<file path="src/rtl/audrx_pkg.sv">
package audrx_pkg;

  localparam int SW = 24;
  localparam int CW = $clog2(SW + 1);

  typedef enum logic [1:0] {
    FMT_I2S = 2'b00,
    FMT_LJ  = 2'b01,
    FMT_RJ  = 2'b10,
    FMT_DSP = 2'b11
  } fmt_e;

  typedef enum logic [1:0] {
    LEN_24  = 2'b00,
    LEN_20  = 2'b01,
    LEN_16  = 2'b10,
    LEN_24B = 2'b11
  } len_e;

  function automatic logic [CW-1:0] word_bits(len_e l);
    case (l)
      LEN_20:  return CW'(20);
      LEN_16:  return CW'(16);
      default: return CW'(SW);
    endcase
  endfunction

  // Move the low N bits of a raw shift value to the top of the sample.
  function automatic logic [SW-1:0] align_word(logic [SW-1:0] raw, len_e l);
    case (l)
      LEN_20:  return {raw[19:0], 4'b0};
      LEN_16:  return {raw[15:0], 8'b0};
      default: return raw;
    endcase
  endfunction

endpackage

</file>
<file path="src/rtl/audrx_sync.sv">
module audrx_sync #(
  parameter int W      = 3,
  parameter int STAGES = 2
) (
  input  logic         clk,
  input  logic [W-1:0] din,
  output logic [W-1:0] q,
  output logic [W-1:0] q_d
);
  logic [W-1:0] stg [STAGES+1];

  assign stg[0] = din;

  for (genvar s = 0; s < STAGES; s++) begin : g_stage
    always_ff @(posedge clk) stg[s+1] <= stg[s];
  end

  always_ff @(posedge clk) q_d <= stg[STAGES];
  assign q = stg[STAGES];
endmodule

</file>
<file path="src/rtl/audrx_deser.sv">
module audrx_deser
  import audrx_pkg::*;
(
  input  logic          clk,
  input  logic          rst_n,
  input  logic          run,
  input  logic          bit_en,
  input  logic          lr,
  input  logic          sd,
  input  fmt_e          fmt,
  input  len_e          len,
  output logic          frm_stb,
  output logic [SW-1:0] frm_left,
  output logic [SW-1:0] frm_right
);
  logic [SW-1:0] sr, sr_n, lbuf, done_raw, shifted, first;
  logic [CW-1:0] cnt, cnt_n, nbits;
  logic          busy, busy_n, pend, pend_n, slot, slot_n, lr_prev, lrp_n;
  logic          have_left, done, done_slot, chg, rise, start_mark;

  assign shifted    = {sr[SW-2:0], sd};
  assign first      = {{(SW-1){1'b0}}, sd};
  assign nbits      = word_bits(len);
  assign chg        = lr ^ lr_prev;
  assign rise       = lr & ~lr_prev;
  assign start_mark = (fmt == FMT_DSP) ? rise : chg;

  always_comb begin
    sr_n      = sr;
    cnt_n     = cnt;
    busy_n    = busy;
    pend_n    = pend;
    slot_n    = slot;
    lrp_n     = lr_prev;
    done      = 1'b0;
    done_slot = 1'b0;
    done_raw  = '0;
    if (bit_en) begin
      lrp_n = lr;
      if (fmt == FMT_RJ) begin
        // The half just ended: its last bits sit in the shift register.
        if (chg) begin
          done      = 1'b1;
          done_slot = ~lr_prev;
          done_raw  = sr;
          sr_n      = first;
        end else begin
          sr_n = shifted;
        end
      end else begin
        if (start_mark) begin
          if (fmt == FMT_LJ) begin
            sr_n   = first;
            cnt_n  = CW'(1);
            busy_n = 1'b1;
            pend_n = 1'b0;
            slot_n = ~lr;
          end else begin
            pend_n = 1'b1;
            busy_n = 1'b0;
            cnt_n  = '0;
            slot_n = (fmt == FMT_I2S) ? lr : 1'b0;
          end
        end else if (pend) begin
          sr_n   = first;
          cnt_n  = CW'(1);
          busy_n = 1'b1;
          pend_n = 1'b0;
        end else if (busy) begin
          sr_n  = shifted;
          cnt_n = cnt + CW'(1);
        end
        if (busy_n && (cnt_n == nbits)) begin
          done      = 1'b1;
          done_slot = slot_n;
          done_raw  = sr_n;
          if ((fmt == FMT_DSP) && !slot_n) begin
            slot_n = 1'b1;
            cnt_n  = '0;
            sr_n   = '0;
          end else begin
            busy_n = 1'b0;
          end
        end
      end
    end
  end

  always_ff @(posedge clk or negedge rst_n) begin
    if (!rst_n) begin
      sr        <= '0;
      cnt       <= '0;
      busy      <= 1'b0;
      pend      <= 1'b0;
      slot      <= 1'b0;
      lr_prev   <= 1'b0;
      lbuf      <= '0;
      have_left <= 1'b0;
      frm_stb   <= 1'b0;
      frm_left  <= '0;
      frm_right <= '0;
    end else begin
      frm_stb <= 1'b0;
      if (!run) begin
        sr        <= '0;
        cnt       <= '0;
        busy      <= 1'b0;
        pend      <= 1'b0;
        slot      <= 1'b0;
        lr_prev   <= 1'b0;
        have_left <= 1'b0;
      end else begin
        sr      <= sr_n;
        cnt     <= cnt_n;
        busy    <= busy_n;
        pend    <= pend_n;
        slot    <= slot_n;
        lr_prev <= lrp_n;
        if (done) begin
          if (!done_slot) begin
            lbuf      <= align_word(done_raw, len);
            have_left <= 1'b1;
          end else if (have_left) begin
            frm_stb   <= 1'b1;
            frm_left  <= lbuf;
            frm_right <= align_word(done_raw, len);
            have_left <= 1'b0;
          end
        end
      end
    end
  end
endmodule

</file>
<file path="src/rtl/audrx_outbuf.sv">
module audrx_outbuf #(
  parameter int W = 24
) (
  input  logic         clk,
  input  logic         rst_n,
  input  logic         in_stb,
  input  logic [W-1:0] in_left,
  input  logic [W-1:0] in_right,
  output logic         out_valid,
  input  logic         out_ready,
  output logic [W-1:0] out_left,
  output logic [W-1:0] out_right
);
  logic slot_free;

  assign slot_free = ~out_valid | out_ready;

  always_ff @(posedge clk or negedge rst_n) begin
    if (!rst_n) begin
      out_valid <= 1'b0;
      out_left  <= '0;
      out_right <= '0;
    end else if (in_stb && slot_free) begin
      out_valid <= 1'b1;
      out_left  <= in_left;
      out_right <= in_right;
    end else if (out_ready) begin
      out_valid <= 1'b0;
    end
  end
endmodule

</file>
<file path="src/rtl/audrx_top.sv">
module audrx_top
  import audrx_pkg::*;
#(
  parameter int CFG_W       = 16,
  parameter int FMT_LSB     = 4,
  parameter int LEN_LSB     = 8,
  parameter int SYNC_STAGES = 2
) (
  input  logic          clk,
  input  logic          rst_n,
  input  logic [15:0]   cfg_word,
  input  logic          bclk,
  input  logic          lrclk,
  input  logic          sdata,
  output logic          out_valid,
  input  logic          out_ready,
  output logic [SW-1:0] out_left,
  output logic [SW-1:0] out_right
);
  localparam int NSIG = 3;
  localparam int IB   = 2;
  localparam int IL   = 1;
  localparam int ID   = 0;

  logic [NSIG-1:0] s_q, s_d;
  logic            bit_en, lr_rise, armed, frm_stb;
  logic [SW-1:0]   frm_left, frm_right;
  logic [CFG_W-1:0] cfg;
  fmt_e            fmt_sel;
  len_e            len_sel;

  assign cfg     = CFG_W'(cfg_word);
  assign fmt_sel = fmt_e'(cfg[FMT_LSB +: 2]);
  assign len_sel = len_e'(cfg[LEN_LSB +: 2]);

  audrx_sync #(.W(NSIG), .STAGES(SYNC_STAGES)) u_sync (
    .clk (clk),
    .din ({bclk, lrclk, sdata}),
    .q   (s_q),
    .q_d (s_d)
  );

  assign bit_en  = s_q[IB] & ~s_d[IB];
  assign lr_rise = s_q[IL] & ~s_d[IL];

  always_ff @(posedge clk or negedge rst_n) begin
    if (!rst_n)       armed <= 1'b0;
    else if (lr_rise) armed <= 1'b1;
  end

  audrx_deser u_deser (
    .clk       (clk),
    .rst_n     (rst_n),
    .run       (armed),
    .bit_en    (bit_en),
    .lr        (s_q[IL]),
    .sd        (s_q[ID]),
    .fmt       (fmt_sel),
    .len       (len_sel),
    .frm_stb   (frm_stb),
    .frm_left  (frm_left),
    .frm_right (frm_right)
  );

  audrx_outbuf #(.W(SW)) u_out (
    .clk       (clk),
    .rst_n     (rst_n),
    .in_stb    (frm_stb),
    .in_left   (frm_left),
    .in_right  (frm_right),
    .out_valid (out_valid),
    .out_ready (out_ready),
    .out_left  (out_left),
    .out_right (out_right)
  );
endmodule

</file>
<file path="config.mk">
export PLATFORM = sky130hd
export DESIGN_NAME = audrx_top
export DESIGN_NICKNAME = d
export VERILOG_FILES = /design/src/rtl/audrx_pkg.sv /design/src/rtl/audrx_sync.sv /design/src/rtl/audrx_deser.sv /design/src/rtl/audrx_outbuf.sv /design/src/rtl/audrx_top.sv
export SDC_FILE = /design/constraint.sdc
export NUM_CORES = 1
export LEC_CHECK = 0
export BUFFER_PORTS_ARGS = -buffer_cell sky130_fd_sc_hd__clkbuf_2
export CELL_PAD_IN_SITES_DETAIL_PLACEMENT = 0
export CELL_PAD_IN_SITES_GLOBAL_PLACEMENT = 2
export CORE_ASPECT_RATIO = 0.9
export CORE_MARGIN = 2
export CORE_UTILIZATION = 33
export DETAILED_ROUTE_END_ITERATION = 10
export PLACE_DENSITY_LB_ADDON = 0.1
export SYNTH_ARGS = -nofsm -noshare
export SYNTH_HDL_FRONTEND = slang
export SYNTH_HIERARCHICAL = 1
export SYNTH_SLANG_ARGS = --single-unit
</file>
<file path="constraint.sdc">
create_clock -name clk -period 2.5 [get_ports clk]
set_input_delay 0.375 -clock clk [delete_from_list [all_inputs] [get_ports clk]]
set_output_delay 0.375 -clock clk [all_outputs]
set_load 0.02 [all_outputs]
</file>
; After elaboration in Yosys (flattened, before gate mapping)
; Index checks and enable logic that the tools add are counted.
[totals]
regBits = 166
inputBits = 22
output_inout_bits = 49
wordCells = 120
[op_classes]
addsub = 1
n_eq_ne = 9
muxes = 72
bitwise_logic = 11
reduce_logical = 9
[ops]
columns = operator, n
row1 = $mux 24, 14
row2 = $mux 5, 10
row3 = $pmux 24 s2, 1
row4 = $mux 1, 46
row5 = $pmux 4 s2, 1
row6 = $eq 2x2->1 const B, 3
row7 = $not 1->1, 6
row8 = $add 5x1->5 const B, 1
row9 = $eq 5x5->1, 1
row10 = $eq 2x1->1 const B, 2
row11 = $ne 2x2->1 const B, 2
row12 = $reduce_and 4->1, 1
row13 = $and 1x1->1, 3
row14 = $logic_and 1x1->1, 3
row15 = $reduce_and 3->1, 1
row16 = $logic_not 2->1, 1
row17 = $ne 2x1->1 const B, 1
row18 = $reduce_and 2->1, 1
row19 = $reduce_bool 2->1, 1
row20 = $logic_not 1->1, 1
row21 = $or 1x1->1, 1
row22 = $xor 1x1->1, 1

; Longest topological paths before layout
[logic_depth]
depth_word = 14
mapped_depth = 12
depth_no_buf = 9

; Cells and area by module
; Netlist, hierarchy kept.
[modules_own_cells]
columns = mod, instances, cells_per_inst, area_per_inst_um2, seq_area_each_um2
row1 = audrx_deser, 1, 585, 6058.3, 2677.6
row2 = audrx_outbuf, 1, 105, 1911.8, 1226.2
row3 = audrx_sync, 1, 12, 202.7, 180.2
row4 = audrx_top, 1, 4, 42.5, 25.0

; Worst setup path before layout
; Ideal clock, no wire load.
[synth_timing]
path_type = flip-flop to flip-flop
from = register u_sync.stg, in the netlist u_sync/q[1]
to = register u_deser.frm_left[10]
setup_ps = 125
arrival_time_ps = 2548
t_required_ps = 2375
setup_slack_ps = -173
path_stages_with_launch = 13
path_buffers = 4
synth_period_minus_slack_ps = 2673
cell_sequence = dfxtp_1 > buf_4 > ha_1 > buf_4 > a21oi_1 > nand3b_1 > nor4_4 > and4_4 > o21ai_4 > inv_2 > buf_6 > buf_6 > mux2_4
[synth_between]
elab_chain_len = 11
elab_cells_between_ends = 26
cone_classes = eq/ne: 1 / mux: 20 / bitwise: 3 / reduce/logical: 2
[synth_lines]
columns = item, line_no
row1 = "start, declared", audrx_sync.sv:10  ; logic [W-1:0] stg [STAGES+1];
row2 = "start signal, assigned by index", audrx_sync.sv:15  ; always_ff @(posedge clk) stg[s+1] <= stg[s];
row3 = $xor 1x1->1 or $and 1x1->1 (tied branches), "audrx_deser.sv:24, audrx_deser.sv:25"
row4 = $mux 1, audrx_deser.sv:26  ; assign start_mark = (fmt == FMT_DSP) ? rise : chg;
row5 = $mux 5, audrx_deser.sv:51  ; if (start_mark) begin
row6 = $mux 5, audrx_deser.sv:40  ; if (fmt == FMT_RJ) begin
row7 = $mux 5, audrx_deser.sv:38  ; if (bit_en) begin
row8 = $eq 5x5->1, audrx_deser.sv:73  ; if (busy_n && (cnt_n == nbits)) begin
row9 = $logic_and 1x1->1, audrx_deser.sv:73
row10 = $mux 1, audrx_deser.sv:73
row11 = $mux 1, audrx_deser.sv:40
row12 = $mux 1, audrx_deser.sv:38
row13 = $reduce_and 4->1 (no source line) *, --
row14 = "end signal, assigned", audrx_deser.sv:125  ; frm_left <= lbuf;
row15 = "end, declared", audrx_deser.sv:13  ; output logic [SW-1:0] frm_left,
; Every way passes the cells marked *; elsewhere a longest branch is shown, timed or not. The select of a mux whose other input is x is not followed.
; A chain may end at the register's enable or synchronous reset.

; Worst setup path in the final report
[layout_timing]
from = register u_deser.lr_prev
to = register u_deser.frm_right[15]
[layout_between]
elab_chain_len = 12
elab_cells_between_ends = 30
cone_classes = eq/ne: 1 / mux: 24 / bitwise: 3 / reduce/logical: 2
[layout_lines]
columns = item, line_no
row1 = "start, declared", audrx_deser.sv:18  ; logic busy, busy_n, pend, pend_n, slot, slot_n, lr_prev, lrp_n;
row2 = "start signal, assigned", audrx_deser.sv:118  ; lr_prev <= lrp_n;
row3 = $not 1->1, "audrx_deser.sv:25, audrx_deser.sv:44"
row4 = $and 1x1->1, audrx_deser.sv:25  ; assign rise = lr & ~lr_prev;
row5 = $mux 1, audrx_deser.sv:26
row6 = $mux 5, audrx_deser.sv:51
row7 = $mux 5, audrx_deser.sv:40
row8 = $mux 5, audrx_deser.sv:38
row9 = $eq 5x5->1, audrx_deser.sv:73
row10 = $logic_and 1x1->1, audrx_deser.sv:73
row11 = $mux 24 or $mux 1 (tied branches), audrx_deser.sv:73
row12 = $mux 24 or $mux 1 (tied branches), audrx_deser.sv:40
row13 = $mux 24 or $mux 1 (tied branches), audrx_deser.sv:38
row14 = $pmux 24 s2 or $reduce_and 4->1 (tied branches), --
row15 = "end signal, assigned", audrx_deser.sv:126  ; frm_right <= align_word(done_raw, len);
row16 = "end, declared", audrx_deser.sv:14  ; output logic [SW-1:0] frm_right
; Parallel ways exist; a longest one is shown, timed or not. The select of a mux whose other input is x is not followed.

==> metrics.txt <==
crit path DAT 2.84 ns; startpoint types flip-flop; Top Usage Layer GRT met2; via count 6105; cell area after synthesis roughly 8000 µm²; met1 Track Usage GR 0.254; Routed Antenna Nets 0; # clock sinks 165; met3 global-route usage 0.0291; CTS Buffer Depth 2; initial antenna violation count 0; status finished, violations left; Mapped Cells 705; WL final about 22000 µm; CTS clock-pin slew for the worst setup and hold paths 0.07 ns; leakage approximately 5.0 nW; met2 Track Usage GR 0.265; P per Cell Area ~700 nW/µm²; drt pass-1 iters 5; Worst Hold Class input port to flip-flop; fin crit period around 2.5 ns; post-layout net count 835; RSZ-0062 raised after global routing true; share of post-route cells with drive strength above 1 0.431; GP Congestion approximately 0.9; Max-Cap Viols 0; full die area 26100 µm²; Clk Latency, worst-skew pair roughly 0.44 ns; Tightest Pin Transition 0.565 ns; Post-DP Area approximately 9300 µm²; WL per Instance 19.6 µm; final hold violation count 0; n_diodes 0; initial DRC count between 400 and 500; FMAX 396 MHz; vias in the first global route between 6000 and 7000; first-pass GRT wire length approximately 35000 µm; GRT Overall Usage 0.173; Synth Net Count ~730; CP endpoint kind flip-flop; drc violations 0; syn avg cell area 11.6 µm²; PnR worst setup slack -0.0267 ns; TritonCTS clock tree yes; P&R area growth vs syn 27.3%; YS warnings 6; core footprint about 24000 µm²; fin crit share 1.01; finished layout cell area ~10000 µm²; via/cell ratio ~5.4; total CTS buffers 17; clk root buf clkbuf_16; Slew Limit Fails 0; peak supply drop 0.405 mV; Final Setup Violations 8; Die Width ~170 µm; relative slew slack 0.623; IO Port Bufs 58; violated checks negative setup slack; Starting Density 0.337; WHS 0.0437 ns; Overflow after GRT 0; height of the die approximately 150 µm; Worst Path Max Fanout 8; largest net degree at the start of global routing 60; DP HPWL between 10000 and 15000 µm; IO Pins 71; Final Skew 0.0141 ns; CP Data Required Time 2.81 ns; H-tree depth 4; num rows 54; WS Path Type flip-flop to flip-flop
## worst max-delay path, stage by stage (launching register included)
cell	delay (ns)
dfrtp_1	0.36
inv_2	0.05
ha_4	0.30
nor2_2	0.05
or2_4	0.27
nor4_4	0.36
and4_4	0.30
o21ai_4	0.07
clkinv_4	0.11
clkbuf_16	0.19
mux2_2	0.33
## flip-flops by register name (all words and copies together) (netlist names), 2 cells and up
register	cells
u_sync/q_d	2
u_sync/q	3
u_deser/cnt	5
u_sync/stg	3
u_out/out_right	24
u_deser/frm_right	24
u_deser/lbuf	24
u_out/out_left	24
u_deser/frm_left	24
u_deser/sr	24
## final timing paths
path	start	end	slack, ns	depth (start not counted)
max reg2reg	u_deser/lr_prev$_DFFE_PN0P_	u_deser/frm_right[15]$_DFFE_PN0P_	-0.03	10
max in group asynchronous	rst_n	u_deser/frm_right[19]$_DFFE_PN0P_	1.37	3
min reg2reg	u_sync/stg[5]$_DFF_P_	u_sync/q[2]$_DFF_P_	0.33	0
min in group asynchronous	rst_n	u_out/out_left[4]$_DFFE_PN0P_	0.47	2
max	u_deser/lr_prev$_DFFE_PN0P_	u_deser/frm_right[15]$_DFFE_PN0P_	-0.03	10
min	sdata	u_sync/stg[3]$_DFF_P_	0.04	1
## placed cells by master (no fill, tap or decap), types with 8 or more instances in the layout
cell type	count
a32oi_1	9
o21ai_0	30
o21ai_1	10
mux2_2	58
a22o_1	37
mux2_4	50
a32o_1	9
nor2b_1	9
dfrtp_1	156
a22oi_1	17
mux2i_1	16
nor2_1	39
o22ai_1	8
buf_12	9
buf_4	74
nand2_1	32
inv_1	21
a221oi_2	23
dfxtp_1	8
clkbuf_16	20
clkbuf_2	57
## report_power, final
group	internal, mW	total (mW)	switching [mW]	leakage [nW]
combinational	0.656	1.41	0.751	2.54
sequential	2.89	3.26	0.370	2.15
clock	1.34	2.61	1.26	0.287
total	4.89	7.27	2.39	4.97
## stage by stage
step,std cells,util,setup TNS (ns),setup WS (ns),power (mW)
CTS,1124,0.413,-0.795,-0.0432,7.25
detailed placement,1089,0.383,-3.71,-0.250,4.57
global placement,1089,0.383,-2.95,-0.244,4.54
global route,1130,0.429,-7.86,-0.135,7.65
finish,1130,0.429,-0.136,-0.0267,7.27
floorplan,705,-,-0.347,-0.0290,3.99
## metal layers
| layer | part of all wire | vias up |
|---|---|---|
| met5 | 0 | - |
| met4 | 0.0085 | 0 |
| met3 | 0.038 | 12 |
| met2 | 0.45 | 161 |
| met1 | 0.50 | 3106 |
| li1 | - | 2826 |
## repair_timing
action / 4_1_cts / 5_1_grt
pin swaps: 3 / 11
setup endpoints to repair: 58 / 101
setup buffers: 1 / 3
cloned: 1 / 3
gates resized for setup: 24 / 66
hold endpoints to repair: 55 / 0
hold buffers: 1 / 0
## final cells by class
type	instances	area [µm²]
tap	308	385
sequential	165	4090
inverter	24	95.1
fill	2276	13900
timing repair buffer	150	1190
clock buffer	18	429
clock inverter	14	155
multi-input combinational	451	4090
Power figures use the tool's default switching activity.
